<file path="src/rtl/trapcmp_pkg.sv">
package trapcmp_pkg;
  localparam int CMP_W   = 5;
  localparam int SLT_BIT = 4;
  localparam int SGT_BIT = 3;
  localparam int EQ_BIT  = 2;
  localparam int ULT_BIT = 1;
  localparam int UGT_BIT = 0;

  // packed so that slt lands in bit 4 and ugt in bit 0
  typedef struct packed {
    logic slt;
    logic sgt;
    logic eq;
    logic ult;
    logic ugt;
  } cmp_vec_t;

  function automatic logic [CMP_W-1:0] mask_and(input cmp_vec_t v, input logic [CMP_W-1:0] m);
    return v & m;
  endfunction
endpackage

</file>
<file path="src/rtl/trapcmp_operand_prep.sv">
module trapcmp_operand_prep #(
  parameter int XLEN = 64,
  parameter int HALF = 32
) (
  input  logic [XLEN-1:0] opa,
  input  logic [XLEN-1:0] opb,
  input  logic            narrow,
  output logic [XLEN-1:0] sa,
  output logic [XLEN-1:0] sb,
  output logic [XLEN-1:0] ua,
  output logic [XLEN-1:0] ub
);
  localparam int UPPER = XLEN - HALF;

  function automatic logic [XLEN-1:0] widen(input logic [XLEN-1:0] v,
                                            input logic sgn, input logic nar);
    logic fill;
    fill = sgn & v[HALF-1];
    if (!nar) return v;
    return {{UPPER{fill}}, v[HALF-1:0]};
  endfunction

  logic [XLEN-1:0] src [2];
  logic [XLEN-1:0] sx  [2];
  logic [XLEN-1:0] zx  [2];

  assign src[0] = opa;
  assign src[1] = opb;

  for (genvar g = 0; g < 2; g++) begin : g_ext
    assign sx[g] = widen(src[g], 1'b1, narrow);
    assign zx[g] = widen(src[g], 1'b0, narrow);

    always_comb begin

      zext_upper_chk: assert (!narrow || zx[g][XLEN-1:HALF] == '0);

      sext_upper_chk: assert (!narrow || sx[g][XLEN-1:HALF] == {UPPER{src[g][HALF-1]}});

      wide_pass_chk: assert (narrow || (sx[g] == src[g] && zx[g] == src[g]));
    end
  end

  assign sa = sx[0];
  assign sb = sx[1];
  assign ua = zx[0];
  assign ub = zx[1];
endmodule

</file>
<file path="src/rtl/trapcmp_compare.sv">
module trapcmp_compare
  import trapcmp_pkg::*;
#(
  parameter int XLEN = 64
) (
  input  logic [XLEN-1:0] sa,
  input  logic [XLEN-1:0] sb,
  input  logic [XLEN-1:0] ua,
  input  logic [XLEN-1:0] ub,
  output cmp_vec_t        cmp
);
  logic s_lt, s_gt, u_lt, u_gt, u_eq;

  assign s_lt = $signed(sa) < $signed(sb);
  assign s_gt = $signed(sa) > $signed(sb);
  assign u_lt = ua < ub;
  assign u_gt = ua > ub;
  assign u_eq = ua == ub;

  assign cmp = '{slt: s_lt, sgt: s_gt, eq: u_eq, ult: u_lt, ugt: u_gt};

  always_comb begin

    signed_trio_chk: assert ($countones({s_lt, s_gt, u_eq}) == 1);

    unsigned_trio_chk: assert ($countones({u_lt, u_gt, u_eq}) == 1);
  end
endmodule

</file>
<file path="src/rtl/trapcmp_decide.sv">
module trapcmp_decide
  import trapcmp_pkg::*;
#(
  parameter int INSN_W   = 32,
  parameter int MASK_LSB = 21,
  parameter int TYPE_W   = 5
) (
  input  logic [INSN_W-1:0] insn,
  input  logic [TYPE_W-1:0] force_type,
  input  cmp_vec_t          cmp,
  output logic              take
);
  localparam int MASK_MSB = MASK_LSB + CMP_W - 1;

  logic [CMP_W-1:0] mask;
  logic [CMP_W-1:0] hits;
  logic             forced;
  logic             cond_hit;

  assign mask     = insn[MASK_MSB:MASK_LSB];
  assign hits     = mask_and(cmp, mask);
  assign cond_hit = |hits;
  assign forced   = |force_type;
  assign take     = cond_hit | forced;

  always_comb begin

    force_trap_chk: assert (force_type == '0 || take);

    quiet_mask_chk: assert (!(mask == '0 && force_type == '0) || !take);

    hit_needed_chk: assert (force_type != '0 || take == ((cmp & mask) != '0));
  end
endmodule

</file>
<file path="src/rtl/trapcmp_unit.sv">
module trapcmp_unit
  import trapcmp_pkg::*;
#(
  parameter int XLEN     = 64,
  parameter int HALF     = 32,
  parameter int INSN_W   = 32,
  parameter int MASK_LSB = 21,
  parameter int TYPE_W   = 5
) (
  input  logic [XLEN-1:0]   opa_i,
  input  logic [XLEN-1:0]   opb_i,
  input  logic              narrow_i,
  input  logic [INSN_W-1:0] insn_i,
  input  logic [TYPE_W-1:0] force_type_i,
  output logic              take_o,
  output logic [CMP_W-1:0]  cmp_o
);
  logic [XLEN-1:0] sa, sb, ua, ub;
  cmp_vec_t        cmp;

  trapcmp_operand_prep #(.XLEN(XLEN), .HALF(HALF)) u_prep (
    .opa(opa_i), .opb(opb_i), .narrow(narrow_i),
    .sa(sa), .sb(sb), .ua(ua), .ub(ub)
  );

  trapcmp_compare #(.XLEN(XLEN)) u_cmp (
    .sa(sa), .sb(sb), .ua(ua), .ub(ub), .cmp(cmp)
  );

  trapcmp_decide #(.INSN_W(INSN_W), .MASK_LSB(MASK_LSB), .TYPE_W(TYPE_W)) u_dec (
    .insn(insn_i), .force_type(force_type_i), .cmp(cmp), .take(take_o)
  );

  assign cmp_o = cmp;

  always_comb begin

    half_equal_chk: assert (!(narrow_i && opa_i[HALF-1:0] == opb_i[HALF-1:0]) || cmp_o[EQ_BIT]);

    eq_excl_chk: assert (!cmp_o[EQ_BIT] || (!cmp_o[SLT_BIT] && !cmp_o[SGT_BIT] && !cmp_o[ULT_BIT] && !cmp_o[UGT_BIT]));
  end
endmodule

</file>
<file path="config.mk">
export PLATFORM = sky130hd
export DESIGN_NAME = trapcmp_unit
export DESIGN_NICKNAME = d
export VERILOG_FILES = /design/src/rtl/trapcmp_pkg.sv /design/src/rtl/trapcmp_operand_prep.sv /design/src/rtl/trapcmp_compare.sv /design/src/rtl/trapcmp_decide.sv /design/src/rtl/trapcmp_unit.sv
export SDC_FILE = /design/constraint.sdc
export NUM_CORES = 1
export LEC_CHECK = 0
export BUFFER_PORTS_ARGS = -buffer_cell sky130_fd_sc_hd__buf_2
export CAP_MARGIN = 10
export CORE_ASPECT_RATIO = 0.6
export CORE_UTILIZATION = 52
export DETAILED_ROUTE_END_ITERATION = 8
export PLACE_DENSITY = 0.91
export SLEW_MARGIN = 0
export SYNTH_ARGS = -nofsm -noshare
export SYNTH_HDL_FRONTEND = slang
export SYNTH_SLANG_ARGS = --single-unit
</file>
<file path="constraint.sdc">
create_clock -name vclk -period 8.1
set_input_delay 1.62 -clock vclk [all_inputs]
set_output_delay 1.62 -clock vclk [all_outputs]
set_load 0.02 [all_outputs]
</file>
==> results of run 1 <==
Yosys cell counts (all sizes together):
cell,count,area share (%)
a22o,1,0.27
and4,1,0.27
nand2,53,6.2
nor2b,33,6.5
or2b,1,0.23
nor2,11,1.4
nand3,9,1.6
o21ba,2,0.63
o21a,2,0.47
nor4,6,2.2
mux2,2,0.94
nor3b,1,0.39
o211a,1,0.55
a21oi,69,11
clkbuf,19,2.2
or4,1,0.23
a21boi,1,0.35
nand2b,1,0.20
o211ai,4,1.3
nor3,2,0.31
buf,6,1.3
ha,96,38
a21o,43,10
nand4,19,4.3
a2bb2oi,1,0.27
o41a,1,0.39
a31oi,1,0.20
o21ai,12,2.0
a211oi,1,0.23
o21bai,1,0.23
xor2,1,0.27
and3,1,0.20
inv,36,4.2
a211o,2,0.55
a221oi,3,0.82
a221o,1,0.31
metal layers:
metal / track usage (%) / wire (um) / vias to the layer above
met5: 0 / 0 / -
met4: 1.94 / 17 / 0
met3: 0.895 / 524 / 8
met2: 45.1 / 3920 / 136
met1: 39.5 / 4330 / 1662
li1: - / - / 1867
final cells by class:
type               count  area [um^2]  area share (%)
repair buffers       148          748            19.0
inverters             36          135            3.43
well taps             80          100            2.54
multi-input cells    384         2950            75.0
final timing paths:
check                end  slack (ns)  cells after the start
hold / removal    take_o        3.66                      4
setup / recovery  take_o        1.57                     14
worst max-delay path, stage by stage:
cell	delay, ns
buf_2	0.12
inv_1	0.08
buf_4	0.50
nand2_1	0.11
ha_1	0.35
nand4_1	0.13
nor4_1	0.68
nand4_1	0.31
nor2_2	0.25
a211o_1	0.17
a21oi_1	0.05
mux2_4	0.28
o211ai_2	0.05
buf_2	0.18
logic make-up (layout without fill, tap and decap cells):
logic type / Yosys count / after routing / share of synthesized area, %
AO/OA/AOI/OAI: 146 / 146 / 29.4
AND/OR/NAND/NOR: 139 / 139 / 24.1
buffers and inverters: 61 / 184 / 7.75
multiplexers: 2 / 2 / 0.939
adder cells (fa/ha/maj): 96 / 96 / 37.6
XOR/XNOR: 1 / 1 / 0.274
power by group:
part | total [mW] | leakage [nW] | internal, mW | switching (mW)
Sequential | 0 | 0 | 0 | 0
Clock | 0 | 0 | 0 | 0
Combinational | 0.230 | 2.33 | 0.107 | 0.123
Total | 0.230 | 2.33 | 0.107 | 0.123
==> key figures, run 1 <==
Detailed routing
  – Vias after detailed routing: 3,673
  – Drt wl/cell: 13.6 um
  – Vias per inst: 5.67
  – Antenna Nets Post-Route: 0
  – Post-Route WL: 8790 um
  – Initial DRC Count: 158
  – Initial DRT Pass Iterations: 5
  – Drt drc: 0

Placed design
  – IO Port Bufs: 145
  – Final HPWL DP: 7500 um
  – GP Congestion: 0.898
  – Post-Place Worst Slack: 1.64 ns
  – Cell count after placement: 648
  – Post-Place Cell Area: 3940 um^2

Logic synthesis
  – Post-synthesis instance area: 3200 um^2
  – Register area share after synthesis: 0%
  – Post-Syn Instances: 445
  – Distinct cells, synth: 44
  – Average size of a mapped cell: 7.19 um^2
  – Syn Nets: 707
  – Synth warn: 0

Clock tree
  – Postcts setup bufs: 0
  – Hold Buf Count CTS: 0
  – # resized after CTS: 0

Floorplanning
  – Core Rows: 21
  – Die ar.: 6480 um^2
  – Initial core utilization: 55.6%
  – Chip height: 62.7 um
  – Ports: 172
  – Die X: 103 um
  – Placeable Area: 5750 um^2

Layout
  – Finished Layout Cells: 648
  – Clk_buf instances: 0
  – Fin nets: 832
  – N_diodes: 0
  – Layout cells sized above 1: 29.9%
  – Syn-to-layout area delta: 23.1%
  – Most frequent cells in the layout: buf_2, ha_1, a21oi_1
  – FF+latch count: 0
  – Filler cells: 489
  – Layout Utilization: 68.4%
  – Register area: 0 um^2
  – Final instance area: 3940 um^2
  – Most common cell after layout, fill and taps aside: buf_2

Worst hold path
  – HP Start: insn_i[24]
  – Hold Path Class: in -> out

Timing
  – Worst Max-Slew Pin Slew: 0.736 ns
  – Fmax: 153 MHz
  – Unrepaired setup endpoints after global routing: false
  – Setup-failing EPs final: 0
  – Total negative slack: 0 ns
  – Slew Limit Fails: 0
  – Tightest hold margin: 3.66 ns
  – Fin. Hold Viols: 0
  – Fin crit period: 6.53 ns
  – Worst slew margin: 50.5%
  – Setup WS post-layout: 1.57 ns
  – Final period util: 80.6%

Worst setup path
  – Crit-path max FO: 64
  – Crit path launch: narrow_i
  – CP required: 6.48 ns
  – Critical Path AT: 4.91 ns
  – Worst Setup End Kind: output port
  – WS Path Type: in -> out
  – Startpoint types: primary input

Global routing
  – All-Layer GR Usage: 26.9%
  – First-pass GRT wire length: 14,400 um
  – Vias in the first global route: 3,370
  – Grt total ovfl: 0
  – Pin count of the biggest net entering global routing: 65
  – Number of antenna violations at the first check in global routing: 0

Pwr
  – Overall Power: 230 uW
  – Power density over the cells: 58.5 nW/um^2
  – Static leakage: 2.33 nW
  – Worst vdd ir: 0.0000324 V

Flow run
  – Max-Cap Viols: 0

Status
  – Outcome: completed
Power figures use the tool's default switching activity.
==> inputs of run 2 (changes only) <==
Settings changed: CORE_UTILIZATION 52 to 43, PLACE_DENSITY 0.91 to 0.8.
Clock period 8.1 ns to 5.8 ns, I/O delays scaled along.
==> key figures, run 2 (same netlist as run 1, synthesis figures left out) <==
Flow run
  – Max-Cap Viols: 0 (unchanged)

Floorplanning
  – Placeable Area: 6940 um^2 (+21%)
  – Ports: 172 (unchanged)
  – Initial core utilization: 46.1% (-9.5 points)
  – Core Rows: 23 (+9.5%)
  – Die X: 113 um (+9.8%)
  – Chip height: 68.8 um (+9.7%)
  – Die ar.: 7800 um^2 (+20%)

Detailed routing
  – Initial DRC Count: 319 (+100%)
  – Vias after detailed routing: 3,649 (-0.65%)
  – Drt drc: 0 (unchanged)
  – Drt wl/cell: 13.8 um (+1.5%)
  – Antenna Nets Post-Route: 0 (unchanged)
  – Vias per inst: 5.43 (-4.2%)
  – Post-Route WL: 9250 um (+5.3%)
  – Initial DRT Pass Iterations: 4 (-1)

Worst hold path
  – Hold Path Class: in -> out

Global routing
  – Pin count of the biggest net entering global routing: 37 (-43%)
  – Met1 usage: 32.2% (-7.3 points)
  – Vias in the first global route: 3,292 (-2.3%)
  – First-pass GRT wire length: 14,600 um (+1.2%)
  – Number of antenna violations at the first check in global routing: 0 (unchanged)
  – GR Util met2: 41.2% (-3.9 points)
  – All-Layer GR Usage: 22.9% (-4.1 points)
  – Grt total ovfl: 0 (unchanged)
  – Met3 usage: 1.05% (+0.15 points)
  – Most Used Layer, Global Route: met2

Timing
  – Tightest hold margin: 2.74 ns (-0.923 ns)
  – Total negative slack: 0 ns (unchanged)
  – Fin. Hold Viols: 0 (unchanged)
  – Fin crit period: 5.22 ns
  – Slew Limit Fails: 0 (unchanged)
  – Unrepaired setup endpoints after global routing: false
  – Setup-failing EPs final: 0 (unchanged)
  – Setup WS post-layout: 0.585 ns (-0.987 ns)
  – Worst slew margin: 55.6% (+5.1 points)
  – Final period util: 89.9%
  – Worst Max-Slew Pin Slew: 0.666 ns (-0.0703 ns)
  – Fmax: 192 MHz

Worst setup path
  – Cell family with most CP delay: simple AND/OR/NAND/NOR gates
  – Crit path to: take_o
  – Worst path bufs/invs: 3 (-1)
  – Startpoint types: primary input
  – Worst Setup End Kind: output port
  – Critical Path AT: 4.06 ns (-0.85 ns)
  – Worst stage delay on the critical path: 0.60 ns (-0.08 ns)
  – CP Cell Sequence: buf_2, buf_4, nor2b_1, ha_1, nand4_1, nor4_1, nand4_1, nor2_2, a211o_1, a21oi_1, mux2_4, o211ai_2, buf_2
  – Crit-path max FO: 36 (-44%)
  – Crit path launch: narrow_i
  – CP required: 4.64 ns (-1.84 ns)
  – WS Path Type: in -> out
  – Crit path depth: 13 (-1)
  – Slowest cell on the critical path: nor4_1

Status
  – Outcome: completed

Layout
  – FF+latch count: 0 (unchanged)
  – Fin nets: 836 (+0.48%)
  – Layout Utilization: 57.6% (-11 points)
  – Register area: 0 um^2 (unchanged)
  – Most frequent cells in the layout: buf_2, ha_1, a21oi_1
  – Clk_buf instances: 0 (unchanged)
  – Syn-to-layout area delta: 24.8%
  – Layout cells sized above 1: 30.4% (+0.49 points)
  – Finished Layout Cells: 672 (+3.7%)
  – N_diodes: 0 (unchanged)
  – Most common cell after layout, fill and taps aside: buf_2

Clock tree
  – Hold Buf Count CTS: 0 (unchanged)
  – Postcts setup bufs: 0 (unchanged)
  – # resized after CTS: 0 (unchanged)

Placed design
  – GP Congestion: 0.882 (-1.7%)
  – IO Port Bufs: 145 (unchanged)
  – Post-Place Worst Slack: 0.600 ns (-1.04 ns)
  – Final HPWL DP: 8090 um (+7.8%)
  – Cell count after placement: 672 (+3.7%)

Pwr
  – Static leakage: 2.35 nW (+0.68%)
  – Worst vdd ir: 0.0000335 V (+3.3%)
  – Power density over the cells: 81.4 nW/um^2 (+39%)
[run 2: cell types whose count changed in the layout (fill, tap and decap cells not counted), sizes merged]
cell / change
buf: +4
clkinv: +1
inv: -1
[run 2: area by class of cell]
cell class         count  area, um^2
fillers              669        2940
inverters             36         135
multi-input cells    384        2950
well taps            100         125
repair buffers       152         778
[run 2: stage by stage]
step	cell area (um^2)	power (mW)
6_report	3990	0.325
3_5_place_dp	3990	0.321
2_1_floorplan	3200	0.223
5_1_grt	3990	0.364
3_3_place_gp	3990	0.308
4_1_cts	3990	0.324
[run 2: where the power goes]
group / internal [mW] / switching [mW]
registers: 0 / 0
clock network: 0 / 0
logic: 0.152 / 0.173
total: 0.152 / 0.173
[run 2: worst min-delay path by stage]
stage | slack [ns] | depth (start not counted) | end | start
2_1_floorplan | 2.54 | 2 | take_o | insn_i[24]
3_3_place_gp | 2.72 | 4 | take_o | insn_i[24]
3_5_place_dp | 2.74 | 4 | take_o | insn_i[24]
4_1_cts | 2.74 | 4 | take_o | insn_i[24]
5_1_grt | 2.75 | 4 | take_o | insn_i[24]
6_report | 2.74 | 4 | take_o | insn_i[24]
[run 2: layer usage]
layer / part of all wire, % / wire, um / vias up
li1: - / - / 1875
met1: 49 / 4560 / 1635
met2: 45 / 4170 / 137
met3: 5.7 / 527 / 2
met4: 0.032 / 3 / 0
met5: 0 / 0 / -
==> inputs of run 3 (changes only) <==
Settings changed: BUFFER_PORTS_ARGS -buffer_cell sky130_fd_sc_hd__buf_2 to -buffer_cell sky130_fd_sc_hd__buf_4.
==> key figures, run 3 (same netlist as run 1, synthesis figures left out) <==
Layout
  – N_diodes: 0 (unchanged)
  – Layout cells sized above 1: 30.4% (unchanged)
  – Clk_buf instances: 0 (unchanged)
  – Most common cell after layout, fill and taps aside: buf_4
  – Fin nets: 836 (unchanged)
  – Most frequent cells in the layout: buf_4, ha_1, a21oi_1
  – Filler cells: 627 (-6.3%)
  – Syn-to-layout area delta: 36.2%
  – Multi-input logic area: 2950 um^2 (unchanged)
  – FF+latch count: 0 (unchanged)
  – Register area: 0 um^2 (unchanged)

Floorplanning
  – Die X: 113 um (unchanged)
  – Placeable Area: 6940 um^2 (unchanged)
  – Initial core utilization: 46.1% (unchanged)
  – Die ar.: 7800 um^2 (unchanged)
  – Core Rows: 23 (unchanged)
  – Chip height: 68.8 um (unchanged)
  – Ports: 172 (unchanged)

Detailed routing
  – Vias per inst: 5.50 (+1.3%)
  – Drt wl/cell: 14.2 um (+3.3%)
  – Antenna Nets Post-Route: 0 (unchanged)
  – Vias after detailed routing: 3,697 (+1.3%)
  – Initial DRC Count: 278 (-13%)
  – Initial DRT Pass Iterations: 5 (+1)
  – Drt drc: 0 (unchanged)
  – Post-Route WL: 9560 um (+3.3%)

Timing
  – Worst slew margin: 60.9% (+5.2 points)
  – Total negative slack: 0 ns (unchanged)
  – Slew Limit Fails: 0 (unchanged)
  – Fin crit period: 5.27 ns (+0.0575 ns)
  – Worst Max-Slew Pin Slew: 0.582 ns (-0.0841 ns)
  – Final period util: 90.9% (+0.99 points)
  – Unrepaired setup endpoints after global routing: false
  – Fin. Hold Viols: 0 (unchanged)
  – Tightest hold margin: 2.77 ns (+0.0307 ns)
  – Fmax: 190 MHz (-1.1%)
  – Setup-failing EPs final: 0 (unchanged)

Worst setup path
  – Crit-path max FO: 38 (+5.6%)
  – Worst Setup End Kind: output port
  – CP most frequent cell: buf_4
  – WS Path Type: in -> out
  – CP Cell Sequence: buf_4, clkinv_1, buf_4, nand2_1, ha_1, nand4_1, nor4_1, nand4_1, nor2_2, a211o_1, a21oi_1, mux2_4, o211ai_2, buf_4
  – CP required: 4.64 ns (about the same)
  – Slowest cell on the critical path: nor4_1
  – Cell family with most CP delay: simple AND/OR/NAND/NOR gates
  – Critical Path AT: 4.11 ns (+0.05 ns)
  – Startpoint types: primary input
  – Worst stage delay on the critical path: 0.57 ns (-0.03 ns)
  – Worst path bufs/invs: 4 (+1)

Pwr
  – Worst vdd ir: 0.0000399 V (+19%)
  – Static leakage: 2.47 nW (+5.4%)
  – Power density over the cells: 82.2 nW/um^2 (+0.95%)

Flow run
  – Max-Cap Viols: 0 (unchanged)

Placed design
  – IO Port Bufs: 145 (unchanged)
  – GP Congestion: 0.823 (-6.7%)
  – Final HPWL DP: 8310 um (+2.7%)

Global routing
  – Pin count of the biggest net entering global routing: 39 (+5.4%)
  – Number of antenna violations at the first check in global routing: 0 (unchanged)
  – All-Layer GR Usage: 24.0% (+1.1 points)
  – Vias in the first global route: 3,409 (+3.6%)
  – First-pass GRT wire length: 15,300 um (+5.1%)
  – Grt total ovfl: 0 (unchanged)

Clock tree
  – Hold Buf Count CTS: 0 (unchanged)
  – Postcts setup bufs: 0 (unchanged)
  – # resized after CTS: 0 (unchanged)

Worst hold path
  – Hold Path Class: in -> out

Status
  – Outcome: completed
[run 3: cell type report]
type	count	share of cell area (%)
well taps	100	2.87
repair buffers	152	26.2
multi-input cells	384	67.8
inverters	36	3.10
[run 3: worst paths after layout]
| path | cells past startpoint | to | start | slack (ns) |
|---|---|---|---|---|
| worst max-delay path | 14 | take_o | narrow_i | 0.53 |
| worst min-delay path | 4 | take_o | insn_i[24] | 2.77 |
[run 3: where the power goes]
group          switching, mW  internal (mW)
Clock                      0              0
Sequential                 0              0
Combinational          0.176          0.182
Total                  0.176          0.182
[run 3: per-stage QoR]
step	setup slack (ns)	instances	util, %	instance area [um^2]	total power, mW
6_report	0.527	672	62.8	4350	0.358
5_1_grt	0.338	672	62.8	4350	0.397
4_1_cts	0.527	672	62.8	4350	0.356
3_5_place_dp	0.541	672	62.8	4350	0.353
3_3_place_gp	0.646	672	62.8	4350	0.339
2_1_floorplan	0.723	445	-	3200	0.223
[run 3: per-layer routing]
layer	GRT usage [%]	wire, um	vias up
met5	0	0	-
met4	3.29	106	0
met3	2.10	701	12
met2	40.9	4080	165
met1	33.9	4670	1643
li1	-	-	1877
